## src/rtl/eesr_pkg.sv

```systemverilog
package eesr_pkg;

    typedef enum logic [1:0] {
        ST_IDLE     = 2'd0,
        ST_SR_BUSY  = 2'd1,
        ST_ARR_BUSY = 2'd2
    } eesr_state_e;

    // bit positions inside the status byte
    localparam int unsigned SB_RDY  = 0;
    localparam int unsigned SB_WEL  = 1;
    localparam int unsigned SB_BP0  = 2;
    localparam int unsigned SB_BP1  = 3;
    localparam int unsigned SB_LOCK = 4;
    localparam int unsigned SB_PSEL = 6;
    localparam int unsigned SB_HWEN = 7;

    // nonvolatile image, same order as the RESET_NV parameter
    typedef struct packed {
        logic       hw_en;
        logic       lock;
        logic [1:0] bp;
    } eesr_nv_t;

endpackage

```

## src/rtl/eesr_block_decode.sv

```systemverilog
module eesr_block_decode (
    input  logic [1:0] bp,
    input  logic [1:0] addr_top,
    output logic       in_protected
);
    always_comb begin
        unique case (bp)
            2'b00:   in_protected = 1'b0;
            2'b01:   in_protected = (addr_top == 2'b11);
            2'b10:   in_protected = addr_top[1];
            default: in_protected = 1'b1;
        endcase
    end
endmodule

```

## src/rtl/eesr_write_arbiter.sv

```systemverilog
module eesr_write_arbiter (
    input  logic wel,
    input  logic hw_en,
    input  logic wp_n,
    input  logic lock,
    input  logic psel,
    input  logic in_protected,
    output logic arr_ok,
    output logic sr_ok
);
    logic hw_lock;

    always_comb begin
        hw_lock = hw_en & ~wp_n;
        arr_ok  = wel & (psel ? ~lock : ~in_protected);
        sr_ok   = wel & ~hw_lock;
    end
endmodule

```

## src/rtl/eesr_status_ctrl.sv

```systemverilog
module eesr_status_ctrl #(
    parameter int unsigned ADDR_W   = 14,
    parameter logic [3:0]  RESET_NV = 4'b0000
) (
    input  logic              clk,
    input  logic              rst_n,
    input  logic              cmd_wren,
    input  logic              cmd_wrdi,
    input  logic              cmd_wrsr,
    input  logic [7:0]        wrsr_data,
    input  logic              cmd_write,
    input  logic [ADDR_W-1:0] write_addr,
    input  logic              op_done,
    input  logic              wp_n,
    input  logic              engine_busy,
    output logic [7:0]        status_byte,
    output logic              write_grant,
    output logic              write_deny,
    output logic              sr_grant,
    output logic              sr_deny,
    output logic              id_page_sel
);
    import eesr_pkg::*;

    localparam eesr_nv_t NV_INIT = eesr_nv_t'(RESET_NV);
    localparam int unsigned TOP_LSB = ADDR_W - 2;

    eesr_state_e state, state_nx;
    eesr_nv_t    nv;
    logic        wel, psel;
    logic        rdy, accept;
    logic        in_protected, arr_ok, sr_ok;
    logic        take_sr, take_arr, both_page_bits;

    eesr_block_decode u_decode (
        .bp           (nv.bp),
        .addr_top     (write_addr[TOP_LSB +: 2]),
        .in_protected (in_protected)
    );

    eesr_write_arbiter u_arb (
        .wel          (wel),
        .hw_en        (nv.hw_en),
        .wp_n         (wp_n),
        .lock         (nv.lock),
        .psel         (psel),
        .in_protected (in_protected),
        .arr_ok       (arr_ok),
        .sr_ok        (sr_ok)
    );

    always_comb begin
        rdy            = (state != ST_IDLE) | engine_busy;
        accept         = ~rdy;
        take_sr        = accept & cmd_wrsr & sr_ok;
        take_arr       = accept & ~cmd_wrsr & cmd_write & arr_ok;
        both_page_bits = wrsr_data[SB_PSEL] & wrsr_data[SB_LOCK];
    end

    always_comb begin
        state_nx = state;
        unique case (state)
            ST_IDLE: begin
                if (take_sr)       state_nx = ST_SR_BUSY;
                else if (take_arr) state_nx = ST_ARR_BUSY;
            end
            ST_SR_BUSY:  if (op_done) state_nx = ST_IDLE;
            ST_ARR_BUSY: if (op_done) state_nx = ST_IDLE;
            default:     state_nx = ST_IDLE;
        endcase
    end

    // state register
    always_ff @(posedge clk or negedge rst_n) begin
        if (!rst_n) state <= ST_IDLE;
        else        state <= state_nx;
    end

    // register contents and response pulses
    always_ff @(posedge clk or negedge rst_n) begin
        if (!rst_n) begin
            nv          <= NV_INIT;
            wel         <= 1'b0;
            psel        <= 1'b0;
            write_grant <= 1'b0;
            write_deny  <= 1'b0;
            sr_grant    <= 1'b0;
            sr_deny     <= 1'b0;
        end else begin
            write_grant <= 1'b0;
            write_deny  <= 1'b0;
            sr_grant    <= 1'b0;
            sr_deny     <= 1'b0;
            unique case (state)
                ST_IDLE: begin
                    if (op_done) psel <= 1'b0;
                    if (accept) begin
                        if (cmd_wrdi)      wel <= 1'b0;
                        else if (cmd_wren) wel <= 1'b1;
                        if (cmd_wrsr) begin
                            sr_grant <= sr_ok;
                            sr_deny  <= ~sr_ok;
                        end else if (cmd_write) begin
                            write_grant <= arr_ok;
                            write_deny  <= ~arr_ok;
                        end
                    end
                    if (take_sr) begin
                        nv.hw_en <= wrsr_data[SB_HWEN];
                        nv.bp    <= {wrsr_data[SB_BP1], wrsr_data[SB_BP0]};
                        if (!both_page_bits) begin
                            psel    <= wrsr_data[SB_PSEL];
                            nv.lock <= nv.lock | wrsr_data[SB_LOCK];
                        end
                    end
                end
                ST_SR_BUSY: begin
                    if (op_done) wel <= 1'b0;
                end
                ST_ARR_BUSY: begin
                    if (op_done) begin
                        wel  <= 1'b0;
                        psel <= 1'b0;
                    end
                end
                default: ;
            endcase
        end
    end

    assign status_byte = {nv.hw_en, psel, 1'b0, nv.lock, nv.bp, wel, rdy};
    assign id_page_sel = psel;

endmodule

```

## config.mk

```make
export PLATFORM = sky130hd
export DESIGN_NAME = eesr_status_ctrl
export DESIGN_NICKNAME = d
export VERILOG_FILES = /design/src/rtl/eesr_pkg.sv /design/src/rtl/eesr_block_decode.sv /design/src/rtl/eesr_write_arbiter.sv /design/src/rtl/eesr_status_ctrl.sv
export SDC_FILE = /design/constraint.sdc
export NUM_CORES = 1
export LEC_CHECK = 0
export CORE_AREA = 4 4 41 43
export DETAILED_ROUTE_END_ITERATION = 10
export DIE_AREA = 0 0 45 47
export DONT_BUFFER_PORTS = 1
export SYNTH_ARGS = -nofsm -noshare
export SYNTH_HDL_FRONTEND = slang
export SYNTH_SLANG_ARGS = --single-unit
```

## constraint.sdc

```tcl
create_clock -name clk -period 2 [get_ports clk]
set_input_delay 0.3 -clock clk [delete_from_list [all_inputs] [get_ports clk]]
set_output_delay 0.3 -clock clk [all_outputs]
set_load 0.005 [all_outputs]
```

==> results_dict.tcl, run 1 <==
set metrics [dict create \
    cts_buffer_depth 2 \
    grt_util_all_layers_pct 13.4 \
    fmax_mhz 606 \
    path_buf_inv 2 \
    yosysWarnings 0 \
    p_switching_mw 0.344 \
    fin_worst_skew_ns 0.00361 \
    dpl.hpwl_um 948 \
    ant_nets 0 \
    finalCritPeriodShare_pct 82.5 \
    layout-drive-gt1-share_pct 10.4 \
    clk_pin_slew_ns 0.08 \
    hold_viol 0 \
    crit_chain "inv_1 > ha_1 > buf_4 > nor2b_1 > o21ai_0 > mux2_2 > o22ai_1" \
    synth_top_family_by_area "simple AND/OR/NAND/NOR gates" \
    layout_min_cycle_time_ns 1.65 \
    rsz0062_at_grt "no" \
    postSynthAreaPerCell_um2 9.29 \
    synth_compound_area_share_pct 13.7 \
    muxShareOfSynthArea_pct 3.37 \
    cp-start-kind "flip-flop" \
    grt_pass1_vias 445 \
    routabilityCongestion 0.741 \
    async_reset_ff_share_pct 100 \
    syn2layout_area_growth_pct 3.56 \
    io_buffers 0 \
    final_nets 101 \
    yosys.area.top_type_share_pct 47.5 \
    start_util_pct 48.6 \
    num_io_pins 44 \
    p_seq_share_pct 43.5 \
    die_w_um 45 \
    cp-end-kind "flip-flop" \
    cts_root_buf "clkbuf_4" \
    grt_max_degree 13 \
    p_sw_share_pct 36.5 \
    comb_power_share_pct 35.8 \
    stdcell_count 82 \
    clock-sinks 12 \
    syn-num-nets 101 \
    fin_util_pct 50.3 \
    worstMarginPinSlew_ns 0.518 \
    leakage_nw 0.319 \
    tritoncts "yes" \
    yosys-top-cells-count "nand2_1, dfrtp_1, buf_4, inv_1" \
    setup_tns_ns 0 \
    cts_hold_buffers 1 \
    yosysSeqAreaShare_pct 47.5 \
    routed_via_density 5.76 \
    gr-total-overflow 0 \
    worstPathRequired_ns 2.19 \
    status "finished clean" \
    slew_violations 0 \
    cts_resized 0 \
    synth_edf_count 0 \
    core_mm2 0.00130 \
    place_area_um2 608 \
    path_class "reg -> reg" \
    die-area_mm2 0.00212 \
    htreeDepth 1 \
    critical_path.top_delay_family "flip-flops" \
    rows 13 \
    synth-xor-area-share_pct 0 \
    drt_iter0_markers 6 \
    synth.most_common_cell "nand2_1" \
    synthCells 68 \
    grt_pass1_wl_um 1930 \
    yosys.area.top_type "dfrtp_1" \
    synthSimpleGateAreaFrac_pct 19.4 \
    dpl.cell_count 77 \
    fin_hold_ws_ns 0.126 \
    setup_slack_ns 0.349 \
    synth.area.top_cells "dfrtp_1, nand2_1, buf_4" \
    cts_buffers 3 \
    cp_max_fo 6 \
    ys_types 27 \
    p_total_mw 0.941 \
    dr.pass1.iters 4 \
    ir_drop_v 0.000622 \
    power_frac_clock_pct 20.7 \
    dieHeight_um 47 \
    arrival_ns 1.84 \
    wl_um 1190 \
    synth_seq_cells 12 \
    slowest_stage "dfrtp_1" \
    drcViolationCount 0 \
    post-route-cell-area_um2 654 \
    syn_area_um2 632 \
    hold_class "in -> reg" \
    antenna_found_initial 0 \
    insertedDiodeCount 0 \
    place_ws_ns 0.367 \
    clkLatencyLatePin_ns 0.27 \
    slowest_delay_ns 0.37 \
    postCtsSetupRepairBufs 0 \
    wl_per_cell_um 14.5 \
    routed-via-count 472 \
    max_cap_violations 0 \
    synthAdderAreaFrac_pct 3.96 \
    internal-power_mw 0.597 \
    setup_viol 0 \
    slew_headroom_pct 65.4 \
    p_per_area_mw_per_mm2 1440 \
    dominantRegCellSynth "dfrtp_1" \
]
[worst paths after layout]
path	startpoint	slack (ns)	endpoint	cells after the start
min reg2reg	status_byte[4]	0.51	status_byte[4]	1
min in group asynchronous	rst_n	0.43	id_page_sel	1
max in group asynchronous	rst_n	1.22	write_grant	1
max reg2reg	state[0]	0.35	wel	7
min	wrsr_data[2]	0.13	status_byte[2]	2
max	state[0]	0.35	wel	7
[layout by cell type, fill, tap and decap left out, drive strengths merged, types with 2 or more instances in the layout]
master,count
o21ai,3
nand2,14
ha,2
nor2b,3
nor2,2
dfrtp,12
inv,6
clkbuf,4
a21oi,3
[final cells by class]
cell class / count / area, um2
Inverter: 6 / 22.5
Tap cell: 15 / 18.8
Fill cell: 131 / 647
Clock buffer: 4 / 36.3
Timing Repair Buffer: 2 / 17.5
Multi-Input combinational cell: 43 / 259
Sequential cell: 12 / 300
[state kept, by name, summed over array words and instances, names as in the netlist]
register	flops
id_page_sel	1
sr_deny	1
sr_grant	1
state	2
status_byte	4
wel	1
write_deny	1
write_grant	1
[metal layers]
layer / vias to the layer above / routed length, um / track usage (%)
met5: - / 0 / 0
met4: 0 / 0 / 7.02
met3: 0 / 139 / 7.66
met2: 35 / 623 / 21.5
met1: 215 / 427 / 13.9
li1: 222 / - / -
[worst register-to-register path: stages (launching register included)]
cell	delay, ns
dfrtp_1	0.37
inv_1	0.07
ha_1	0.21
buf_4	0.16
nor2b_1	0.13
o21ai_0	0.10
mux2_2	0.36
o22ai_1	0.16
[logic make-up after synthesis]
kind of cell / count (synthesis)
fa+ha+maj: 2
simple gates: 25
flops: 12
mux: 2
other cells: 1
compound gates: 13
buf+inv: 13
[power groups by stage]
stage,registers (mW),clock network [mW],logic [mW]
floorplan,0.391,0,0.331
global placement,0.417,0,0.327
detailed placement,0.417,0,0.331
CTS,0.412,0.202,0.340
global route,0.427,0.218,0.387
finish,0.409,0.195,0.337
Power figures use the tool's default switching activity.
==> inputs of run 2 (changes only) <==
==> constraint.sdc (replaced) <==
create_clock -name clk -period 1.3 [get_ports clk]
set_input_delay 0.195 -clock clk [delete_from_list [all_inputs] [get_ports clk]]
set_output_delay 0.195 -clock clk [all_outputs]
set_load 0.005 [all_outputs]
==> run 2 against run 1 <==
  * The flow now finishes with violations (negative setup slack)
  * Sequential share of layout area fell by 13 points
  * Cell count rose by 26%
  * Critical path depth fell by 1
  * Clock skew rose by 0.0027 ns
  * Routed wire length rose by 37%
==> results_dict.tcl, run 2 (synthesis gave the netlist of run 1 again) <==
set metrics [dict create \
    p_switching_mw 0.739 \
    p_total_mw 2.08 \
    regArea_um2 300 \
    die-area_mm2 0.00212 \
    htreeDepth 1 \
    max_cap_violations 0 \
    grt_util_all_layers_pct 17.1 \
    final_cell_mix "buf_4, dfrtp_1, nand2_1" \
    layout_commonest_cell "buf_4" \
    clock-sinks 12 \
    arrival_ns 1.70 \
    setup_tns_ns -1.49 \
    hold_class "in -> reg" \
    wl_per_cell_um 15.9 \
    setup_slack_ns -0.241 \
    met2_length_um 829 \
    ant_nets 0 \
    cp_max_fo 5 \
    comb_power_share_pct 56.1 \
    rr_worst_depth 6 \
    num_io_pins 44 \
    layout_min_cycle_time_ns 1.54 \
    routed_via_density 5.27 \
    routabilityCongestion 0.768 \
    worstPathRequired_ns 1.46 \
    tritoncts "yes" \
    leakage_nw 0.452 \
    antenna_found_initial 0 \
    internal-power_mw 1.34 \
    nFillCells 100 \
    worstMarginPinSlew_ns 0.532 \
    min_from "wrsr_data[7]" \
    p_per_area_mw_per_mm2 2300 \
    layout-drive-gt1-share_pct 47.7 \
    slew_violations 0 \
    cp-end-kind "flip-flop" \
    worstSetupEndpoint "state[1]" \
    rsz0062_at_grt "yes" \
    rr_startpoint "state[1]" \
    drt-met1-wl_um 657 \
    fin_worst_skew_ns 0.00633 \
    rrSetupSlack_ns -0.24 \
    p_sw_share_pct 35.6 \
    io_buffers 0 \
    insertedDiodeCount 0 \
    multi_input_area_um2 339 \
    cts_root_buf "clkbuf_4" \
    dpl.cell_count 96 \
    top_layer_used "met4" \
    dpl.hpwl_um 1100 \
    routed-via-count 543 \
    largest_reg_flops 4 \
    path_class "reg -> reg" \
    grt_max_degree 13 \
    stdcell_count 103 \
    crit-reg2reg-capture "state[1]" \
    grt_pass1_wl_um 2540 \
    rows 13 \
    dieHeight_um 47 \
    cts_buffer_depth 2 \
    hold_viol 0 \
    gr-total-overflow 0 \
    crit_path_start "state[1]" \
    power_frac_clock_pct 14.1 \
    wl_um 1630 \
    drcViolationCount 0 \
    drt_iter0_markers 7 \
    ir_drop_v 0.00115 \
    place_ws_ns -0.197 \
    setup_viol 11 \
    clk_pin_slew_ns 0.07 \
    violations "negative setup slack" \
    finalCritPeriodShare_pct 119 \
    clkLatencyLatePin_ns 0.27 \
    cts_buffers 3 \
    fin_hold_ws_ns 0.0323 \
    core_mm2 0.00130 \
    start_util_pct 48.6 \
    dr.pass1.iters 4 \
    slew_headroom_pct 64.4 \
    cp-start-kind "flip-flop" \
    die_w_um 45 \
    fmax_mhz 649 \
    final_nets 122 \
    met3_length_um 116 \
    grt_pass1_vias 555 \
    syn2layout_area_growth_pct 43.0 \
    p_seq_share_pct 29.8 \
    status "finished with violations" \
]
==> run 2: how the worst min path moves through the flow <==
| stage | to | slack, ns | cells past startpoint |
|---|---|---|---|
| finish | status_byte[7] | 0.03 | 2 |
| global route | status_byte[7] | 0.02 | 2 |
| CTS | status_byte[7] | 0.02 | 2 |
| detailed placement | wel | -0.10 | 0 |
| global placement | wel | -0.10 | 0 |
| floorplan | id_page_sel | -0.10 | 0 |
==> run 2: what timing repair did <==
| action | CTS | global route |
|---|---|---|
| endpoints found under the setup margin | 11 | 12 |
| endpoints found under the hold margin | 12 | 0 |
| resized for setup | 12 | 7 |
| hold buffers | 1 | 0 |
| setup buffers | 1 | 2 |
| pin swaps | 1 | 2 |
==> run 2: layer usage <==
metal / up-vias / track usage, %
li1: 261 / -
met1: 257 / 19.7
met2: 21 / 28.8
met3: 4 / 4.60
met4: 0 / 9.94
met5: - / 0
==> run 2: worst max-delay path, stage by stage (launching register included) <==
cell and delay [ns]:
dfrtp_1 0.40, inv_2 0.07, ha_4 0.14, nand3b_1 0.11, or3_4 0.39, a21oi_1 0.16, o21ba_1 0.16
==> run 2: stage by stage <==
step	instance area [um2]	utilization [%]
4_1_cts	868	66.7
3_3_place_gp	763	58.7
2_1_floorplan	644	-
5_1_grt	903	69.4
6_report	903	69.4
3_5_place_dp	763	58.7
==> run 2: power by group through the flow <==
stage / logic [mW] / clock network (mW) / registers [mW]
3_3_place_gp: 0.845 / 0 / 0.614
6_report: 1.16 / 0.294 / 0.618
5_1_grt: 1.27 / 0.324 / 0.637
2_1_floorplan: 0.554 / 0 / 0.606
4_1_cts: 1.04 / 0.306 / 0.611
3_5_place_dp: 0.860 / 0 / 0.617
==> run 2: final cells by class <==
| cell class | instances | share of cell area (%) |
|---|---|---|
| multi-input combinational | 43 | 37.5 |
| sequential | 12 | 33.2 |
| timing repair buffer | 23 | 20.6 |
| clock buffer | 4 | 4.02 |
| inverter | 6 | 2.49 |
| tap | 15 | 2.08 |
==> inputs of run 3 (changes only) <==
--- a/config.mk
+++ b/config.mk
@@ -12,3 +12,4 @@
 export SYNTH_ARGS = -nofsm -noshare
 export SYNTH_HDL_FRONTEND = slang
 export SYNTH_SLANG_ARGS = --single-unit
+export TNS_END_PERCENT = 1
==> run 3 against run 2 <==
  * The flow still finishes with violations (negative setup slack)
  * Total power shrank 8.4%
  * Die area is the same
  * Critical endpoint unchanged
  * Largest power group unchanged
  * Register-to-register slack gained 0.03 ns
  * Hold slack lost 0.023 ns
  * Worst setup slack gained 0.028 ns
  * Highest routed layer unchanged
==> results_dict.tcl, run 3 (synthesis gave the netlist of run 1 again) <==
set metrics [dict create \
    whs_path_depth 2 \
    setup_viol 11 \
    htreeDepth 1 \
    gr-total-overflow 0 \
    syn2layout_area_growth_pct 34.7 \
    clk_pin_slew_ns 0.08 \
    hold_viol 0 \
    num_io_pins 44 \
    wl_um 1580 \
    rsz0062_at_grt "yes" \
    hold_class "in -> reg" \
    slew_headroom_pct 63.2 \
    start_util_pct 48.6 \
    ant_nets 0 \
    stdcell_count 101 \
    dr.pass1.iters 4 \
    grt_pass1_vias 539 \
    tritoncts "yes" \
    cts_buffer_depth 2 \
    cp-end-kind "flip-flop" \
    fin_worst_skew_ns 0.00319 \
    fin_util_pct 65.4 \
    cp-start-kind "flip-flop" \
    path_class "reg -> reg" \
    core_mm2 0.00130 \
    leakage_nw 0.428 \
    status "finished with violations" \
    clock-sinks 12 \
    setup_slack_ns -0.213 \
    wl_per_cell_um 15.6 \
    drt_iter0_markers 3 \
    antenna_found_initial 0 \
    final_nets 120 \
    worstMarginPinSlew_ns 0.550 \
    worstPathRequired_ns 1.48 \
    max_cap_violations 0 \
    dpl.cell_count 95 \
    slew_violations 0 \
    arrival_ns 1.70 \
    drcViolationCount 0 \
    cts_buffers 3 \
    io_buffers 0 \
    rows 13 \
    grt_util_all_layers_pct 16.6 \
    layout_commonest_cell "buf_4" \
    dpl.hpwl_um 1130 \
    setup_tns_ns -1.65 \
    routed-via-count 524 \
    violations "negative setup slack" \
    insertedDiodeCount 0 \
    die_w_um 45 \
    layout_min_cycle_time_ns 1.51 \
    die-area_mm2 0.00212 \
    finalCritPeriodShare_pct 116 \
    clkLatencyLatePin_ns 0.28 \
    layout-drive-gt1-share_pct 41.9 \
    ir_drop_v 0.000949 \
    routed_via_density 5.19 \
    fmax_mhz 661 \
    place_ws_ns -0.247 \
    p_per_area_mw_per_mm2 2240 \
    dieHeight_um 47 \
    grt_pass1_wl_um 2410 \
    cp_max_fo 5 \
    rr_worst_depth 6 \
    routabilityCongestion 0.772 \
    cts_root_buf "clkbuf_4" \
    grt_max_degree 13 \
    largest_reg_flops 4 \
    final_cell_mix "buf_4, nand2_1, dfrtp_1" \
]
[run 3: through the flow]
step | power (mW) | hold slack [ns] | instance area [um2]
final | 1.90 | 0.00945 | 851
after global routing | 2.04 | 0.0189 | 851
after CTS | 1.90 | 0.0178 | 851
after detailed placement | 1.47 | -0.100 | 756
after global placement | 1.45 | -0.100 | 756
after floorplan | 1.16 | -0.101 | 644
[run 3: critical path, cell delays in order (launching register included)]
cell      delay [ns]
dfrtp_1         0.41
inv_2           0.08
ha_4            0.14
nand3b_1        0.12
or3_4           0.39
a21oi_2         0.13
o21ba_1         0.15
[run 3: timing repair]
| action | in CTS | in global routing |
|---|---|---|
| endpoints found under the hold margin | 12 | 0 |
| setup endpoints to repair | 11 | 11 |
| cloned | 0 | 0 |
| buffers inserted | 1 | 0 |
| pin swaps | 5 | 1 |
| hold buffers | 1 | 0 |
| gates resized for setup | 11 | 0 |
[run 3: final cells by class]
cell class | instances | area, um2
fill | 102 | 450
multi-input combinational | 43 | 309
sequential | 12 | 300
timing repair buffer | 21 | 164
clock buffer | 4 | 36.3
inverter | 6 | 22.5
tap | 15 | 18.8
[run 3: report_power, final]
group	internal, mW	switching (mW)	leakage, nW
Sequential	0.504	0.109	0.155
Clock	0.171	0.144	0.0210
Combinational	0.557	0.417	0.253
Total	1.23	0.671	0.428
[run 3: final timing paths]
kind	start	slack [ns]	endpoint
worst max-delay path	state[1]	-0.21	state[1]
worst min-delay path	wrsr_data[3]	0.009	status_byte[3]
worst max register to register	state[1]	-0.21	state[1]
worst min register to register	status_byte[3]	0.53	status_byte[3]
max in group asynchronous	rst_n	0.61	write_grant
min in group asynchronous	rst_n	0.33	sr_deny
[run 3: metal layers]
| metal | vias to the layer above | track usage, % | routed length (um) |
|---|---|---|---|
| li1 | 257 | - | - |
| met5 | - | 0 | 0 |
| met2 | 18 | 27.7 | 788 |
| met1 | 244 | 19.2 | 642 |
| met3 | 5 | 3.83 | 113 |
| met4 | 0 | 10.5 | 34 |
